## src/rtl/irq_prio_pkg.sv

```systemverilog
package irq_prio_pkg;

    localparam int PRIO_W = 3;
    typedef logic [PRIO_W-1:0] prio_t;
    localparam prio_t PRIO_LEAST = prio_t'(7);

    // slot numbers double as in-service / mask bit positions
    localparam int SLOT_TMR  = 0;
    localparam int SLOT_RSVD = 1;
    localparam int SLOT_DMA0 = 2;
    localparam int SLOT_DMA1 = 3;
    localparam int SLOT_EXT0 = 4;

    // register map
    localparam int ADR_THRESH = 0;
    localparam int ADR_MASK   = 1;
    localparam int ADR_INSERV = 2;
    localparam int ADR_EOI    = 3;
    localparam int ADR_CTRL0  = 4;

    localparam int EOI_NONSPEC_BIT = 15;
    localparam int CTRL_MSK_BIT    = 3;

    typedef struct packed {
        logic  msk;
        prio_t prio;
    } src_ctrl_t;

    function automatic int num_slots(input int n_ext);
        return SLOT_EXT0 + n_ext;
    endfunction

endpackage

```

## src/rtl/irq_pend_bank.sv

```systemverilog
module irq_pend_bank
    import irq_prio_pkg::*;
#(
    parameter int NSLOT = 6,
    parameter int IDX_W = 3
) (
    input  logic             clk,
    input  logic             rst,
    input  logic [NSLOT-1:0] req,
    input  logic             clr_en,
    input  logic [IDX_W-1:0] clr_idx,
    output logic [NSLOT-1:0] pend
);
    logic [NSLOT-1:0] req_q;
    logic [NSLOT-1:0] rise;
    logic [NSLOT-1:0] clr_vec;

    always_comb begin
        clr_vec = '0;
        for (int i = 0; i < NSLOT; i++) begin
            clr_vec[i] = clr_en && (clr_idx == IDX_W'(i));
        end
        rise = req & ~req_q;
        rise[SLOT_RSVD] = 1'b0;
    end

    always_ff @(posedge clk) begin
        if (rst) begin
            req_q <= '0;
            pend  <= '0;
        end else begin
            req_q <= req;
            pend  <= (pend & ~clr_vec) | rise;
        end
    end
endmodule

```

## src/rtl/irq_pick.sv

```systemverilog
module irq_pick
    import irq_prio_pkg::*;
#(
    parameter int NSLOT = 6,
    parameter int IDX_W = 3
) (
    input  logic [NSLOT-1:0]             cand,
    input  logic [NSLOT-1:0][PRIO_W-1:0] prio_vec,
    output logic                         found,
    output logic [IDX_W-1:0]             idx,
    output prio_t                        best
);
    // scan from the top so that on equal priority the lower slot wins
    always_comb begin
        found = 1'b0;
        idx   = '0;
        best  = PRIO_LEAST;
        for (int i = NSLOT - 1; i >= 0; i--) begin
            if (cand[i] && (!found || prio_vec[i] <= best)) begin
                found = 1'b1;
                idx   = IDX_W'(i);
                best  = prio_vec[i];
            end
        end
    end
endmodule

```

## src/rtl/prio_irq_ctrl.sv

```systemverilog
module prio_irq_ctrl
    import irq_prio_pkg::*;
#(
    parameter  int NUM_EXT = 2,
    parameter  int DATA_W  = 16,
    parameter  int ADDR_W  = 4,
    localparam int NSLOT   = SLOT_EXT0 + NUM_EXT,
    localparam int IDX_W   = $clog2(NSLOT)
) (
    input  logic               clk,
    input  logic               rst,
    input  logic               tmr_req,
    input  logic [1:0]         dma_req,
    input  logic [NUM_EXT-1:0] ext_req,
    input  logic               reg_wr,
    input  logic [ADDR_W-1:0]  reg_addr,
    input  logic [DATA_W-1:0]  reg_wdata,
    output logic [DATA_W-1:0]  reg_rdata,
    output logic               cpu_irq,
    input  logic               cpu_ack,
    output logic               ack_vld,
    output logic [IDX_W-1:0]   ack_id
);
    localparam logic [NSLOT-1:0] USED = ~(NSLOT'(1) << SLOT_RSVD);

    logic [NSLOT-1:0]             req_vec;
    logic [NSLOT-1:0]             pend;
    logic [NSLOT-1:0]             msk;
    logic [NSLOT-1:0][PRIO_W-1:0] prio;
    logic [NSLOT-1:0]             isr;
    prio_t                        thresh;

    logic [NSLOT-1:0] cand;
    logic             win_any, isr_any, take;
    logic [IDX_W-1:0] win_idx, isr_idx, eoi_idx;
    prio_t            win_prio, isr_min;
    logic             wr_thresh, wr_mask, wr_eoi, wr_ctrl, ctrl_hit, eoi_hit;
    logic [IDX_W-1:0] ctrl_slot;
    logic [NSLOT-1:0] isr_clr, isr_set;
    src_ctrl_t        ctrl_rd;

    assign req_vec = {ext_req, dma_req[1], dma_req[0], 1'b0, tmr_req};

    // register decode
    assign wr_thresh = reg_wr && (int'(reg_addr) == ADR_THRESH);
    assign wr_mask   = reg_wr && (int'(reg_addr) == ADR_MASK);
    assign wr_eoi    = reg_wr && (int'(reg_addr) == ADR_EOI);
    assign ctrl_hit  = (int'(reg_addr) >= ADR_CTRL0) && (int'(reg_addr) < ADR_CTRL0 + NSLOT);
    assign ctrl_slot = IDX_W'(int'(reg_addr) - ADR_CTRL0);
    assign wr_ctrl   = reg_wr && ctrl_hit;

    always_ff @(posedge clk) begin
        if (rst) begin
            thresh <= PRIO_LEAST;
        end else if (wr_thresh) begin
            thresh <= reg_wdata[PRIO_W-1:0];
        end
    end

    // per-source control: one mask bit, seen through two addresses
    always_ff @(posedge clk) begin
        if (rst) begin
            msk  <= USED;
            prio <= '1;
        end else begin
            for (int i = 0; i < NSLOT; i++) begin
                if (wr_mask) begin
                    msk[i] <= reg_wdata[i] & USED[i];
                end else if (wr_ctrl && ctrl_slot == IDX_W'(i) && USED[i]) begin
                    msk[i]  <= reg_wdata[CTRL_MSK_BIT];
                    prio[i] <= reg_wdata[PRIO_W-1:0];
                end
            end
        end
    end

    irq_pend_bank #(.NSLOT(NSLOT), .IDX_W(IDX_W)) u_pend (
        .clk     (clk),
        .rst     (rst),
        .req     (req_vec),
        .clr_en  (take),
        .clr_idx (win_idx),
        .pend    (pend)
    );

    // most urgent source currently in service
    irq_pick #(.NSLOT(NSLOT), .IDX_W(IDX_W)) u_isr_pick (
        .cand     (isr),
        .prio_vec (prio),
        .found    (isr_any),
        .idx      (isr_idx),
        .best     (isr_min)
    );

    always_comb begin
        for (int i = 0; i < NSLOT; i++) begin
            cand[i] = pend[i] && !msk[i] && (prio[i] <= thresh)
                      && (!isr_any || prio[i] < isr_min);
        end
    end

    irq_pick #(.NSLOT(NSLOT), .IDX_W(IDX_W)) u_req_pick (
        .cand     (cand),
        .prio_vec (prio),
        .found    (win_any),
        .idx      (win_idx),
        .best     (win_prio)
    );

    assign cpu_irq = win_any;
    assign take    = cpu_ack && win_any;

    // in-service tracking
    assign eoi_idx = reg_wdata[EOI_NONSPEC_BIT] ? isr_idx : reg_wdata[IDX_W-1:0];
    assign eoi_hit = wr_eoi && (!reg_wdata[EOI_NONSPEC_BIT] || isr_any);

    always_comb begin
        for (int i = 0; i < NSLOT; i++) begin
            isr_clr[i] = eoi_hit && (eoi_idx == IDX_W'(i));
            isr_set[i] = take && (win_idx == IDX_W'(i));
        end
    end

    always_ff @(posedge clk) begin
        if (rst) begin
            isr     <= '0;
            ack_vld <= 1'b0;
            ack_id  <= '0;
        end else begin
            isr     <= ((isr & ~isr_clr) | isr_set) & USED;
            ack_vld <= take;
            ack_id  <= win_idx;
        end
    end

    // read mux
    always_comb begin
        ctrl_rd   = '{msk: msk[ctrl_slot], prio: prio[ctrl_slot]};
        reg_rdata = '0;
        if (int'(reg_addr) == ADR_THRESH) begin
            reg_rdata = DATA_W'(thresh);
        end else if (int'(reg_addr) == ADR_MASK) begin
            reg_rdata = DATA_W'(msk);
        end else if (int'(reg_addr) == ADR_INSERV) begin
            reg_rdata = DATA_W'(isr);
        end else if (ctrl_hit && int'(ctrl_slot) != SLOT_RSVD) begin
            reg_rdata = DATA_W'(ctrl_rd);
        end
    end
endmodule

```

## config.mk

```make
export PLATFORM = sky130hd
export DESIGN_NAME = prio_irq_ctrl
export DESIGN_NICKNAME = d
export VERILOG_FILES = /design/src/rtl/irq_prio_pkg.sv /design/src/rtl/irq_pend_bank.sv /design/src/rtl/irq_pick.sv /design/src/rtl/prio_irq_ctrl.sv
export SDC_FILE = /design/constraint.sdc
export NUM_CORES = 1
export LEC_CHECK = 0
export BUFFER_PORTS_ARGS = -buffer_cell sky130_fd_sc_hd__buf_2
export CORE_ASPECT_RATIO = 0.5
export CORE_MARGIN = 3
export CORE_UTILIZATION = 61
export CTS_CLUSTER_SIZE = 8
export DETAILED_ROUTE_END_ITERATION = 8
export PLACE_DENSITY_LB_ADDON = 0.05
export SYNTH_ARGS = -nofsm -noshare
export SYNTH_HDL_FRONTEND = slang
export SYNTH_SLANG_ARGS = --single-unit
export TNS_END_PERCENT = 100
```

## constraint.sdc

```tcl
create_clock -name clk -period 33.1 [get_ports clk]
set_input_delay 9.93 -clock clk [delete_from_list [all_inputs] [get_ports clk]]
set_output_delay 9.93 -clock clk [all_outputs]
set_load 0.005 [all_outputs]
```

-- After elaboration in Yosys (flattened, before gate mapping)
Cells that the tools add are included.
- flip-flop bits (word level): 45
- input bits: 29
- output and inout bits: 21
- logic and storage cells: 225
- add/sub/neg operators: 1
- $lt $le $gt $ge: 25
- equality and inequality tests: 18
- mux-type cells: 54
- bitwise logic cells: 9
- reduce and logical (&&, ||, !) cells: 100
- operators with widths (cell ; number):
    $mux 3 ; 25
    $logic_and 1x1->1 ; 52
    $le 3x3->1 ; 13
    $mux 1 ; 23
    $and 6x6->6 ; 3
    $eq 3x2->1 const B ; 6
    $eq 3x3->1 const B ; 6
    $mux 6 ; 3
    $not 6->6 ; 3
    $logic_not 1->1 ; 17
    $logic_or 1x1->1 ; 17
    $lt 3x3->1 ; 5
    $or 6x6->6 ; 2
    $reduce_and 2->1 ; 5
    $reduce_bool 2->1 ; 5
    $bmux 3 s3 ; 1
    $le 3x3->1 const A ; 3
    $logic_not 3->1 ; 3
    $eq 4x3->1 const B ; 2
    $eq 3x1->1 const B ; 2
    $eq 4x2->1 const B ; 1
    $ge 4x3->1 const B ; 1
    $logic_not 4->1 ; 1
    $lt 3x4->1 const B ; 1
    other kinds (7) ; 7

-- Logic depth before layout (Yosys ltp)
- depth in word-level cells: 50
- mapped depth: 67
- mapped depth without buffers: 65

-- Modules after synthesis
Synthesis repeated with hierarchy kept, for this count alone.
- cells, all modules: 541
- area, all modules: 4431.8 µm²
- modules (own cells, without submodules) (module ; times used ; cells each ; area each (µm²)):
    prio_irq_ctrl ; 1 ; 302 ; 2523.7
    irq_pick ; 2 ; 100 ; 762.0
    irq_pend_bank ; 1 ; 39 ; 384.1

-- Least setup slack after synthesis
Ideal clock, no wire load.
- kind: input port to output port
- start: input port reg_addr[1]
- end: output port reg_rdata[0]
- arrival time: 11.224 ns
- setup slack: 11.946 ns
- stages: 8
- path buffers: 2
- cell sequence: clkbuf_1 clkbuf_1 a21oi_1 o221ai_1 o31ai_1 a31oi_1 a2bb2oi_1 o21ai_0
- longest elaborated chain between the ends: 7
- RTL lines (what ; RTL line ; RTL):
    start, declared ; prio_irq_ctrl.sv:16 ; input logic [ADDR_W-1:0] reg_addr,
    $sub 3x3->3 (tied with other cells) ; prio_irq_ctrl.sv:49 ; assign ctrl_slot = IDX_W'(int'(reg_addr) - ADR_CTRL0);
    $bmux 3 s3 (tied with other cells) ; prio_irq_ctrl.sv:138 ; ctrl_rd = '{msk: msk[ctrl_slot], prio: prio[ctrl_slot]};
    $mux 3 (not written as such) / $logic_and 1x1->1 (equally long branches) ; prio_irq_ctrl.sv:138, prio_irq_ctrl.sv:146 ;
    $mux 4 ; prio_irq_ctrl.sv:146 ; end else if (ctrl_hit && int'(ctrl_slot) != SLOT_RSVD) begin
    $mux 6 ; prio_irq_ctrl.sv:144 ; end else if (int'(reg_addr) == ADR_INSERV) begin
    $mux 6 ; prio_irq_ctrl.sv:142 ; end else if (int'(reg_addr) == ADR_MASK) begin
    $mux 6 (*) ; prio_irq_ctrl.sv:140 ; if (int'(reg_addr) == ADR_THRESH) begin
    end, declared ; prio_irq_ctrl.sv:18 ; output logic [DATA_W-1:0] reg_rdata,
Mark *: on every way between the ends. The rest lies on a longest branch, timed or not. The select of a mux whose other input is x is not followed.

-- Final worst setup path
- start: input port reg_addr[0]
- end: output port reg_rdata[0]
The elaborated chain is that of the path after synthesis.

==> metrics.txt <==
largest net degree at the start of global routing 35; setup TNS 0 ns; final std cells w/o fill ~630; CP Class primary input to output port; relative slew slack 34.8%; worst path cell trace buf_2, nand2_1, o221ai_1, o31ai_1, a31oi_1, a2bb2oi_1, o21ai_0, buf_2; number of max-cap violations 0; Detailed Place HPWL 9240 um; ANT cells 0; via count roughly 4,200; CTS tree built; final hold vios 0; Cells after DPL ~620; CP max stage delay roughly 0.33 ns; Final ANT Viol Nets 0; clk_lat worst skew 0.29 ns; largest fanout on the critical path 22; skew final 0.00806 ns; initial antenna violation count 0; clock-pin slew of the registers on the worst-case setup and hold paths ~0.060 ns; Critical Path AT 11.44 ns; first-pass GRT wire length 18,900 um; IO Count 50; fill count 543; Syn Inst Count 522; Total Wirelength 11,900 um; worst hold path type flip-flop to flip-flop; Combinational Power Share 14.1%; die span in y 64.7 um; final core utilization 70.9%; Clk pwr share 41.3%; Top FF cell, synth dfxtp_1; worst path required time 23.17 ns; status finished, final reports clean; core box area ~6400 sq um; Final setup violation count 0; H-tree levels 2; design area 4510 sq um; worst setup margin 11.73 ns; register area 861 sq um; PostCTS Resize Cnt 0; most frequent cells in the layout nand2_1, ha_1, dfxtp_1, o21ai_0, inv_1; vias in the first global route 3,620; Wirelength per Cell 18.9 um; PwrDens 27.4 nW/um^2; clock buffer depth 2; Vias/cell 6.61; DR iter-0 viols 479; Cell Area, Placed 4350 sq um; count of input and output buffers 30; total CTS buffers 5; remaining global-route overflow 0; Synth cell types 77; Die ar. 7990 sq um; die boundary width 123 um; Max Freq 0.0468 GHz; overall global routing resource usage 30.8%; layout cells sized above 1 13.3%; CTS Sinks between 40 and 50; crit path max-delay cell type buf_2; Max IR drop VDD 0.0225 mV; Syn Area/Cell 8.06 sq um; Int Power 90.2 uW; Flop pwr share between 40% and 50%; worst slack at placement 11.78 ns; Rows 20; final worst path period share between 60% and 70%; sw power 33.1 uW; most common cell after layout, fill and taps aside nand2_1; worst slew pin tran approximately 0.97 ns; # DRC 0; switching share of total power 26.8%; Most Frequent Cell on Critical Path buf_2; RSZ-0062 raised after global routing no; Pre-Repair DR Iteration Count 5; area added between synthesis and finish 7.05%; root buffer cell clkbuf_16; Initial Utilization 66.2%; Worst setup EP type output port; Final nets slightly above 600; sequential share of the synthesized area 20.5%; synthesized area 4210 sq um; number of synthesized flops with an enable pin 0; Leak 2.00 nW; Setup Buffers After CTS 0; fraction of registers with async set/reset 0%; cts hold-fix bufs 0; Synth Register Bits 43; yosys warns 0; Max Transition Viols Final 0; area of the multi-input gates about 3100 sq um; crit start category primary input; crit path time final 21.37 ns; GPL Wtd Cong 0.936
## worst max-delay path, delay by kind of cell
family	cells	cell delay, ns
AND/OR/NAND/NOR	1	0.21
AO/OA/AOI/OAI	5	0.82
buffers and inverters	2	0.47
## layer usage
metal	vias to the layer above	global-route usage, %	share of wire (%)
met1	1929	47.1	46
met3	19	5.75	12
met5	-	0	0
met2	234	44.1	40
met4	0	6.76	1.3
li1	1978	-	-
## logic make-up after synthesis
| group | synth area share, % |
|---|---|
| DFF | 20.5 |
| muxes | 6.75 |
| AOI/OAI and AO/OA | 30.1 |
| buffers and inverters | 6.48 |
| adders and majority gates | 14.6 |
| other | 0.0891 |
| and+or+nand+nor | 21.6 |
## area by class of cell
| type | instances | area share, % |
|---|---|---|
| clock inverter | 2 | 0.361 |
| clock buffer | 6 | 3.08 |
| tap | 88 | 2.44 |
| inverter | 32 | 2.67 |
| sequential | 43 | 19.1 |
| multi-input combinational | 428 | 69.0 |
| timing repair buffer | 30 | 3.33 |
## power by group through the flow
stage	Combinational, mW	Clock (mW)	Sequential (mW)
5_1_grt	0.0195	0.0542	0.0552
3_5_place_dp	0.0170	0	0.0561
4_1_cts	0.0171	0.0516	0.0550
6_report	0.0174	0.0509	0.0551
2_1_floorplan	0.0131	0	0.0552
3_3_place_gp	0.0167	0	0.0561
## stage by stage
| stage | total power [mW] | hold slack (ns) |
|---|---|---|
| after floorplan | 0.0684 | 0.417 |
| after global placement | 0.0727 | 0.438 |
| after detailed placement | 0.0731 | 0.446 |
| after CTS | 0.124 | 0.460 |
| after global routing | 0.129 | 0.495 |
| final | 0.123 | 0.454 |
## sequential cells by signal (all words and copies together), names as in the netlist
signal        flops
ack_id            3
ack_vld           1
isr               5
msk               5
prio             15
thresh            3
u_pend.pend       6
u_pend.req_q      5
## synth_stat cells (all sizes together), types with 3 or more instances
library cell,instances,share of area (%)
a41oi,4,0.83
nor3b,3,0.54
and4b,3,0.71
and2,5,0.74
a22oi,3,0.54
a32oi,4,0.83
clkbuf,14,1.3
a211oi,7,1.4
dfxtp,43,20
a21oi,26,3.4
nor2b,22,3.3
nand2,61,5.4
o31ai,4,1.0
nand3,18,2.1
a311oi,3,0.62
or2,5,0.80
o221ai,5,1.0
a21boi,3,0.54
a31oi,10,2.0
nor2,29,2.9
o22ai,5,0.74
ha,49,15
o21a,13,2.3
nor3,8,1.2
and3,3,0.45
o2bb2ai,5,1.2
nand3b,3,0.54
o2111a,4,1.1
o21ai,40,5.6
a21o,8,1.4
o211ai,11,2.0
inv,31,2.8
mux2i,22,5.2
buf,14,2.3
nand4,3,0.45
mux2,5,1.5
## final timing paths
check                                       to  cells after the start  slack [ns]           start
worst max-delay path              reg_rdata[0]                      8       11.73     reg_addr[0]
worst min-delay path            u_pend.pend[3]                      2        0.45  u_pend.pend[3]
worst max register to register  u_pend.pend[0]                     63       19.29          isr[5]
worst min register to register  u_pend.pend[3]                      2        0.45  u_pend.pend[3]
Note: power is estimated with default switching activity, not from simulation.
